--- src/rtl/lkmon_pkg.sv ---
package lkmon_pkg;

  localparam int unsigned CODE_W = 5;

  localparam logic [CODE_W-1:0] CODE_L0       = 5'h11;
  localparam logic [CODE_W-1:0] CODE_L0S      = 5'h12;
  localparam logic [CODE_W-1:0] CODE_L1_IDLE  = 5'h14;
  localparam logic [CODE_W-1:0] CODE_L2_IDLE  = 5'h15;
  localparam logic [CODE_W-1:0] CODE_L2_WAKE  = 5'h16;

  typedef enum logic [1:0] {
    CHK_IDLE  = 2'd0,
    CHK_FIRST = 2'd1,
    CHK_WAIT  = 2'd2
  } chk_state_e;

  function automatic logic code_is_up(input logic [CODE_W-1:0] code);
    return (code == CODE_L0) || (code == CODE_L0S) || (code == CODE_L1_IDLE);
  endfunction

endpackage

--- src/rtl/lkmon_rst_sync.sv ---
module lkmon_rst_sync #(
  parameter int unsigned STAGES = 2
) (
  input  logic clk,
  input  logic rst_n,
  output logic rst_n_sync
);

  logic [STAGES-1:0] chain_q;

  generate
    for (genvar g = 0; g < STAGES; g++) begin : g_stage
      if (g == 0) begin : g_head
        always_ff @(posedge clk or negedge rst_n) begin
          if (!rst_n) chain_q[g] <= 1'b0;
          else        chain_q[g] <= 1'b1;
        end
      end else begin : g_tail
        always_ff @(posedge clk or negedge rst_n) begin
          if (!rst_n) chain_q[g] <= 1'b0;
          else        chain_q[g] <= chain_q[g-1];
        end
      end
    end
  endgenerate

  assign rst_n_sync = chain_q[STAGES-1];

endmodule

--- src/rtl/lkmon_decode.sv ---
module lkmon_decode
  import lkmon_pkg::*;
#(
  parameter int unsigned STATUS_W = 32
) (
  input  logic                clk,
  input  logic                rst_n,
  input  logic [STATUS_W-1:0] word_i,
  output logic [CODE_W-1:0]   code_o,
  output logic                up_o
);

  // Only the low field carries the training state.
  assign code_o = word_i[CODE_W-1:0];
  assign up_o   = code_is_up(code_o);

  AST_L2_NOT_UP: assert property (@(posedge clk) disable iff (!rst_n)
    ((word_i[CODE_W-1:0] == CODE_L2_IDLE) || (word_i[CODE_W-1:0] == CODE_L2_WAKE)) |-> !up_o)
    else $error("L2 code classed as up");

endmodule

--- src/rtl/lkmon_interval.sv ---
module lkmon_interval #(
  parameter int unsigned TICK_LIMIT = 120
) (
  input  logic clk,
  input  logic rst_n,
  input  logic clr_i,
  input  logic en_i,
  output logic last_o
);

  localparam int unsigned CNT_W = $clog2(TICK_LIMIT + 1);
  localparam logic [CNT_W-1:0] CNT_MAX  = CNT_W'(TICK_LIMIT);
  localparam logic [CNT_W-1:0] CNT_TERM = CNT_W'(TICK_LIMIT - 1);

  logic [CNT_W-1:0] cnt_q;
  logic [CNT_W-1:0] cnt_d;
  logic             cnt_en;

  always_comb begin
    cnt_en = clr_i || (en_i && (cnt_q != CNT_MAX));
    cnt_d  = cnt_q;
    if (clr_i)      cnt_d = '0;
    else if (en_i)  cnt_d = cnt_q + 1'b1;
  end

  always_ff @(posedge clk or negedge rst_n) begin
    if (!rst_n)      cnt_q <= '0;
    else if (cnt_en) cnt_q <= cnt_d;
  end

  assign last_o = en_i && !clr_i && (cnt_q == CNT_TERM);

  AST_CNT_IN_BUDGET: assert property (@(posedge clk) disable iff (!rst_n)
    cnt_q <= CNT_MAX)
    else $error("interval count beyond budget");

  AST_CLR_RESTARTS: assert property (@(posedge clk) disable iff (!rst_n)
    clr_i |=> (cnt_q == '0))
    else $error("count not restarted");

endmodule

--- src/rtl/lkmon_fsm.sv ---
module lkmon_fsm
  import lkmon_pkg::*;
(
  input  logic clk,
  input  logic rst_n,
  input  logic req_i,
  input  logic tick_i,
  input  logic up_i,
  input  logic last_i,
  output logic cnt_clr_o,
  output logic cnt_en_o,
  output logic link_up_o,
  output logic done_o,
  output logic timeout_o
);

  chk_state_e state_q, state_d;
  logic       up_q, up_d;
  logic       to_q, to_d;
  logic       done_q, done_d;
  logic       res_en;

  assign cnt_clr_o = (state_q == CHK_IDLE) && req_i;
  assign cnt_en_o  = (state_q == CHK_WAIT) && tick_i;

  always_comb begin
    state_d = state_q;
    up_d    = up_q;
    to_d    = to_q;
    done_d  = 1'b0;
    res_en  = 1'b0;
    unique case (state_q)
      CHK_IDLE: begin
        if (req_i) begin
          state_d = CHK_FIRST;
          up_d    = 1'b0;
          to_d    = 1'b0;
          res_en  = 1'b1;
        end
      end
      CHK_FIRST: begin
        if (up_i) begin
          state_d = CHK_IDLE;
          up_d    = 1'b1;
          done_d  = 1'b1;
          res_en  = 1'b1;
        end else begin
          state_d = CHK_WAIT;
        end
      end
      CHK_WAIT: begin
        if (tick_i) begin
          if (last_i) begin
            state_d = CHK_IDLE;
            to_d    = 1'b1;
            done_d  = 1'b1;
            res_en  = 1'b1;
          end else if (up_i) begin
            state_d = CHK_IDLE;
            up_d    = 1'b1;
            done_d  = 1'b1;
            res_en  = 1'b1;
          end
        end
      end
      default: begin
        state_d = CHK_IDLE;
      end
    endcase
  end

  always_ff @(posedge clk or negedge rst_n) begin
    if (!rst_n) begin
      state_q <= CHK_IDLE;
      done_q  <= 1'b0;
    end else begin
      state_q <= state_d;
      done_q  <= done_d;
    end
  end

  always_ff @(posedge clk or negedge rst_n) begin
    if (!rst_n) begin
      up_q <= 1'b0;
      to_q <= 1'b0;
    end else if (res_en) begin
      up_q <= up_d;
      to_q <= to_d;
    end
  end

  assign link_up_o = up_q;
  assign timeout_o = to_q;
  assign done_o    = done_q;

  AST_DONE_ONE_CYCLE: assert property (@(posedge clk) disable iff (!rst_n)
    done_q |=> !done_q)
    else $error("done longer than one cycle");

  AST_RESULTS_EXCLUSIVE: assert property (@(posedge clk) disable iff (!rst_n)
    !(up_q && to_q))
    else $error("link up and timeout together");

  AST_UP_NEEDS_CODE: assert property (@(posedge clk) disable iff (!rst_n)
    $rose(up_q) |-> $past(up_i))
    else $error("link up without operational code");

  AST_TIMEOUT_ON_LAST: assert property (@(posedge clk) disable iff (!rst_n)
    $rose(to_q) |-> $past(last_i))
    else $error("timeout before budget spent");

  AST_IDLE_HOLDS: assert property (@(posedge clk) disable iff (!rst_n)
    ((state_q == CHK_IDLE) && !req_i) |=> ($stable(up_q) && $stable(to_q)))
    else $error("result changed while idle");

  AST_WAIT_NEEDS_TICK: assert property (@(posedge clk) disable iff (!rst_n)
    ((state_q == CHK_WAIT) && !tick_i) |=> !done_q)
    else $error("completion without tick");

endmodule

--- src/rtl/link_watch.sv ---
module link_watch
  import lkmon_pkg::*;
#(
  parameter int unsigned STATUS_W    = 32,
  parameter int unsigned TICK_LIMIT  = 120,
  parameter int unsigned SYNC_STAGES = 2
) (
  input  logic                clk,
  input  logic                rst_n,
  input  logic [STATUS_W-1:0] ltssm_word_i,
  input  logic                check_req_i,
  input  logic                ms_tick_i,
  output logic                link_up_o,
  output logic                done_o,
  output logic                timeout_o
);

  logic              rst_n_sync;
  logic [CODE_W-1:0] code;
  logic              code_up;
  logic              cnt_clr;
  logic              cnt_en;
  logic              cnt_last;

  lkmon_rst_sync #(
    .STAGES (SYNC_STAGES)
  ) i_rst_sync (
    .clk        (clk),
    .rst_n      (rst_n),
    .rst_n_sync (rst_n_sync)
  );

  lkmon_decode #(
    .STATUS_W (STATUS_W)
  ) i_decode (
    .clk    (clk),
    .rst_n  (rst_n_sync),
    .word_i (ltssm_word_i),
    .code_o (code),
    .up_o   (code_up)
  );

  lkmon_interval #(
    .TICK_LIMIT (TICK_LIMIT)
  ) i_interval (
    .clk    (clk),
    .rst_n  (rst_n_sync),
    .clr_i  (cnt_clr),
    .en_i   (cnt_en),
    .last_o (cnt_last)
  );

  lkmon_fsm i_fsm (
    .clk       (clk),
    .rst_n     (rst_n_sync),
    .req_i     (check_req_i),
    .tick_i    (ms_tick_i),
    .up_i      (code_up),
    .last_i    (cnt_last),
    .cnt_clr_o (cnt_clr),
    .cnt_en_o  (cnt_en),
    .link_up_o (link_up_o),
    .done_o    (done_o),
    .timeout_o (timeout_o)
  );

  AST_NO_RESULT_IN_RESET: assert property (@(posedge clk)
    !rst_n_sync |=> (!link_up_o && !done_o && !timeout_o))
    else $error("outputs active around reset");

  AST_DECODE_FIELD: assert property (@(posedge clk) disable iff (!rst_n_sync)
    code == ltssm_word_i[CODE_W-1:0])
    else $error("state field misaligned");

endmodule

--- config.mk ---
export PLATFORM = sky130hd
export DESIGN_NAME = link_watch
export DESIGN_NICKNAME = d
export VERILOG_FILES = /design/src/rtl/lkmon_pkg.sv /design/src/rtl/lkmon_rst_sync.sv /design/src/rtl/lkmon_decode.sv /design/src/rtl/lkmon_interval.sv /design/src/rtl/lkmon_fsm.sv /design/src/rtl/link_watch.sv
export SDC_FILE = /design/constraint.sdc
export NUM_CORES = 1
export LEC_CHECK = 0
export ABC_CLOCK_PERIOD_IN_PS = 900
export BUFFER_PORTS_ARGS = -buffer_cell sky130_fd_sc_hd__buf_2
export CAP_MARGIN = 15
export CORE_MARGIN = 8
export CORE_UTILIZATION = 49
export CTS_CLUSTER_SIZE = 24
export DETAILED_ROUTE_END_ITERATION = 7
export PLACE_DENSITY = 0.82
export SLEW_MARGIN = 20
export SYNTH_ARGS = -nofsm -noshare
export SYNTH_HDL_FRONTEND = slang
export SYNTH_SLANG_ARGS = --single-unit
--- constraint.sdc ---
create_clock -name clk -period 0.9 [get_ports clk]
set_input_delay 0.045 -clock clk [delete_from_list [all_inputs] [get_ports clk]]
set_output_delay 0.045 -clock clk [all_outputs]
set_load 0.005 [all_outputs]
# Word-level counts from Yosys, hierarchy flattened
# Index checks and enable logic that the tools add are counted.
[classes]
reduce_logical = 17
n_mux = 22
add_sub_neg = 1
eq_ne = 12
[ops]
columns = ["operator", "n"]
rows = [
  ["5-bit == test, second input constant", 3],
  ["7-bit 2-to-1 mux", 2],
  ["1-bit 2-to-1 mux", 10],
  ["2-bit 2-to-1 mux", 5],
  ["5-bit AND reduction", 2],
  ["2-bit inequality test, second input constant", 4],
  ["7-bit by 1-bit adder with 7-bit output, second input constant", 1],
  ["7-bit == test, second input constant", 1],
  ["7-bit inequality test, second input constant", 1],
  ["1-bit case mux with 3 select lines", 2],
  ["2-bit case mux with 3 select lines", 1],
  ["1-bit logical AND", 5],
  ["1-bit case mux with 2 select lines", 2],
  ["2-bit nonzero test", 2],
  ["1-bit logical OR", 3],
  ["3-bit inequality test, second input constant", 1],
  ["3-bit AND reduction", 1],
  ["3-bit nonzero test", 1],
  ["2-bit by 1-bit == test with 1-bit output, second input constant", 1],
  ["2-bit == test, second input constant", 1],
  ["2-bit logical NOT", 1],
  ["2-bit AND reduction", 1],
  ["1-bit logical NOT", 1],
]
[totals]
wordCells = 59
regBits = 14

# Longest topological paths before layout
[depth]
depth_word = 9
mapped_depth = 7
ltp_nobuf = 6

# Hierarchy
# Synthesis repeated with hierarchy kept, for this count alone.
[unflattened]
cells_unflattened = 94
area_unflattened_um2 = 914.6
[by_module_without_submodules]
columns = ["module", "cells_per_inst", "area_per_inst_um2", "n_inst"]
rows = [
  ["lkmon_interval", 46, 446.7, 1],
  ["lkmon_fsm", 36, 347.8, 1],
  ["lkmon_decode", 9, 66.3, 1],
  ["lkmon_rst_sync", 3, 53.8, 1],
]

# Least setup slack after synthesis
# Ideal clock, no wire load.
[synth_timing]
kind = "register to register"
startpoint = "reg i_fsm.state_q[0]"
endpoint = "reg i_fsm.up_q (netlist: i_fsm.link_up_o)"
arrival_ps = 1452
synth_period_minus_slack_ps = 1537
path_stages_with_launch = 8
path_slack_ps = -637
path_cell_list = "dfrtp_1 -> inv_1 -> ha_1 -> and2_4 -> buf_6 -> a2bb2oi_2 -> a21o_1 -> a32oi_1"
[synth_via]
elab_chain_len = 9
[synth_rtl]
columns = ["item", "line", "source"]
rows = [
  ["start, declared", "lkmon_fsm.sv:17", "chk_state_e state_q, state_d;"],
  ["start signal, assigned", "lkmon_fsm.sv:77", "state_q <= state_d;"],
  ["2-bit logical NOT", "lkmon_fsm.sv:23, lkmon_fsm.sv:32", ""],
  ["1-bit logical AND", "lkmon_fsm.sv:23", "assign cnt_clr_o = (state_q == CHK_IDLE) && req_i;"],
  ["1-bit logical NOT", "lkmon_interval.sv:31", "assign last_o = en_i && !clr_i && (cnt_q == CNT_TERM);"],
  ["1-bit logical AND (2 in series)", "lkmon_interval.sv:31", ""],
  ["1-bit 2-to-1 mux", "lkmon_fsm.sv:53", "if (last_i) begin"],
  ["1-bit 2-to-1 mux", "lkmon_fsm.sv:52", "if (tick_i) begin"],
  ["1-bit case mux with 3 select lines", "lkmon_fsm.sv:32", "unique case (state_q)"],
  ["5-bit AND reduction (no source line)", "n/a", ""],
  ["end signal, assigned", "lkmon_fsm.sv:87", "up_q <= up_d;"],
  ["end, declared", "lkmon_fsm.sv:18", "logic up_q, up_d;"],
]
# Parallel ways exist; a longest one is shown, timed or not.
# A chain may end at the register's enable or synchronous reset.

# Worst setup path after layout
[layout_timing]
startpoint = "reg i_fsm.state_q[0]"
endpoint = "reg i_fsm.state_q[1]"
[layout_via]
elab_chain_len = 8
[layout_rtl]
columns = ["item", "line"]
rows = [
  ["2-bit logical NOT", "lkmon_fsm.sv:23, lkmon_fsm.sv:32"],
  ["1-bit logical AND", "lkmon_fsm.sv:23"],
  ["1-bit logical NOT", "lkmon_interval.sv:31"],
  ["1-bit logical AND (2 in series)", "lkmon_interval.sv:31"],
  ["2-bit 2-to-1 mux", "lkmon_fsm.sv:53"],
  ["2-bit 2-to-1 mux", "lkmon_fsm.sv:52"],
  ["2-bit case mux with 3 select lines", "lkmon_fsm.sv:32"],
]
# Parallel ways exist; a longest one is shown, timed or not. The select of a mux whose other input is x is not followed.

==> out/qor.yml <==
finish:
  layout_common_cells: "19 x buf_4, 13 x dfrtp_1, 11 x buf_2"
  finish.utilization: 0.714
  final_cells: 148
  final_common_cell: "buf_4"
  n_fill_cell: 128
  drive_above_1_share: 0.439
  fin_nets: 167
  stdcell_area_mm2: 0.00122
  area_delta_synth_final_pct: 37.7
  diodes: 0
placed_design:
  placed_cell_area_mm2: 0.00111
  dp_cells: 138
  io_buffers: 11
  dp_hpwl_um: 1650
  place_ws_ps: -642
  gp_congestion: 0.910
drt:
  initialDrtViolationCount: 17
  vias: 795
  drt-pass1-iter-count: 4
  drt-total-wl_um: 2170
  wl_per_cell_um: 14.7
  drcViolationCount: 0
  viasPerCell: 5.37
  antenna_left: 0
clock_network:
  clockBufferDepth: 2
  clkTransAtPathRegs_ps: 90
  cts_num_sinks: 14
  clock_latency_ps: 300
  htreeDepth: 1
  cts_root_buf: "clkbuf_4"
  cts_tree: "built"
  cts_buffers: 3
floorplan:
  die_h_um: 58.5
  coreArea_mm2: 0.00171
  die_w_um: 58.5
  ios: 39
  floorplan.initialDensity: 0.519
  rows: 15
  fp.dieArea_mm2: 0.00342
yosys:
  syn_inst: 88
  synth.avg_cell_area_um2: 10.1
  yosys_warnings: 0
  synth_seq_cells: 14
  ys_types: 38
  synth_nets: 131
  syn-cell-area_um2: 886
  ys_seq_area_frac: 0.395
  yosysTopAreaCell: "dfrtp_1"
  synth_top_area_frac: 0.395
  synth.area.top_cells: "dfrtp_1 40%, ha_1 9.9%, inv_1 4.2%, xor2_1 4.0%, o211ai_1 3.4%"
sta:
  fin_crit_sh: 1.68
  rsz0062_at_grt: "true"
  fin_hold_ws_ps: 59.6
  hold_viol_final: 0
  period_minus_slack_ps: 1510
  fin_ws_ps: -613
  relSlewSlack: 0.664
  worst_pin_slew_ps: 504
  clock_skew_ps: 7.81
  fmax_mhz: 661
  setup_viol: 12
  slew_violations: 0
pwr:
  p_int_w: 0.00172
  switchingPower_w: 0.00101
  ir_worst_vdd_uv: 1610
  clock_power_share: 0.174
  power_frac_comb: 0.525
  power_leakage_nw: 0.595
  sequentialPowerShare: 0.301
  powerDensity_mw_per_mm2: 2240
  p_sw_frac: 0.370
worst_setup_path:
  path_buf_inv: 1
  path_cells: "inv_2 -> ha_4 -> nand4_1 -> nor3b_4 -> o2111ai_1 -> o21ai_1"
  critPathArrivalTime_ps: 1720
  worst-r2r-cell-count: 6
  worstPathRequired_ps: 1110
  critPathCaptureType: "flop"
  startpoint_type: "flop"
  slowest_stage: "dfrtp_1"
  r2r_slack_ps: -610
  crit_type: "reg2reg"
  reg2reg_from: "i_fsm.state_q[0]$_DFFE_PN0P_"
  cp_max_fo: 7
  crit_family: "simple AND/OR/NAND/NOR gates"
  r2r-end: "i_fsm.state_q[1]$_DFFE_PN0P_"
  cpPeakStageDelay_ps: 420
global_route:
  grt_pass1_wl_um: 3610
  gr-total-overflow: 0
  grt_max_degree: 13
  grt_util_all_layers: 0.136
  antenna_found_initial: 0
  grt_pass1_vias: 788
run:
  cap_violations: 0
min_path:
  hp-class: "in2async"
outcome:
  outcome: "finished, violations left"
  violations: "setup timing"
routing by layer:
metal,track usage,vias to the layer above,part of all wire
met5,0,-,0
met4,0.0559,0,0.0083
met3,0.0522,3,0.057
met2,0.214,24,0.50
met1,0.161,383,0.44
li1,-,385,-
Yosys cell counts:
master	count
a22oi_1	1
mux2i_1	1
o21ai_0	2
nand2_1	6
and4b_1	1
o2111ai_1	1
conb_1	1
and2_4	1
a22o_1	1
o211a_1	1
and2_1	1
inv_1	10
a221oi_2	1
nand3_1	2
a32oi_1	1
o221a_1	1
o21ai_1	1
xor2_1	4
or3_1	1
buf_6	1
nand3_2	1
and4_4	1
a21oi_1	2
a2bb2oi_2	1
nand4_1	3
nor2_1	6
nor2b_1	2
a21boi_0	1
buf_2	1
a21o_1	1
xnor2_1	1
nor3b_2	1
o211ai_1	4
o2111a_1	1
and3_1	1
dfrtp_1	14
ha_1	7
o31ai_2	1
power by group through the flow:
stage	clock network [W]	logic, W	registers, W
after floorplan	0	0.000820	0.000822
after global placement	0	0.00116	0.000835
after detailed placement	0	0.00124	0.000844
after CTS	0.000488	0.00134	0.000814
after global routing	0.000507	0.00156	0.000835
final	0.000476	0.00144	0.000823
flip-flops by register name, summed over array words and instances, names as in the netlist:
name / count
i_fsm.link_up_o: 1
i_rst_sync.chain_q: 1
i_interval.cnt_q: 7
i_fsm.timeout_o: 1
i_fsm.done_o: 1
i_rst_sync.rst_n_sync: 1
i_fsm.state_q: 2
timing repair:
item | 4_1_cts | 5_1_grt
resized for setup | 2 | 6
pin swaps | 3 | 7
hold endpoints to repair | 2 | 0
setup endpoints to repair | 12 | 12
hold buffers | 1 | 0
buffers inserted | 2 | 3
how the worst max path moves through the flow:
stage | start | to | slack (ps) | cells past startpoint
global route | i_fsm.state_q[0]$_DFFE_PN0P_ | i_fsm.link_up_o$_DFFE_PN0P_ | -680 | 5
CTS | i_fsm.state_q[0]$_DFFE_PN0P_ | i_fsm.state_q[1]$_DFFE_PN0P_ | -600 | 6
global placement | i_fsm.state_q[0]$_DFFE_PN0P_ | i_fsm.state_q[1]$_DFFE_PN0P_ | -630 | 6
floorplan | i_fsm.state_q[0]$_DFFE_PN0P_ | i_fsm.link_up_o$_DFFE_PN0P_ | -490 | 7
finish | i_fsm.state_q[0]$_DFFE_PN0P_ | i_fsm.state_q[1]$_DFFE_PN0P_ | -610 | 6
detailed placement | i_fsm.state_q[0]$_DFFE_PN0P_ | i_fsm.state_q[1]$_DFFE_PN0P_ | -640 | 6
layout make-up:
type                    count  area (um^2)  share of cell area
flip-flops and latches     14          352               0.288
multi-input cells          62          533               0.437
clock buffers               4         36.3              0.0297
inverters                  10         37.5              0.0308
repair buffers             33          230               0.189
well taps                  25         31.3              0.0256
per-stage QoR:
stage / power [W] / setup TNS (ps)
floorplan: 0.00164 / -5110
global placement: 0.00200 / -5930
detailed placement: 0.00209 / -6360
CTS: 0.00264 / -6090
global route: 0.00290 / -7000
finish: 0.00274 / -6140
cell families (layout without fill, tap and decap cells):
| family | Yosys count | in the layout | share of synthesized area |
|---|---|---|---|
| multiplexers | 1 | 1 | 0.0113 |
| AND/OR/NAND/NOR | 27 | 27 | 0.178 |
| XOR/XNOR | 5 | 5 | 0.0494 |
| flip-flops | 14 | 14 | 0.395 |
| other | 1 | 1 | 0.00423 |
| adder cells (fa/ha/maj) | 7 | 7 | 0.0989 |
| buffers and inverters | 12 | 47 | 0.0607 |
| AO/OA/AOI/OAI | 21 | 21 | 0.202 |
No activity file was read; power rests on OpenSTA's default activity.
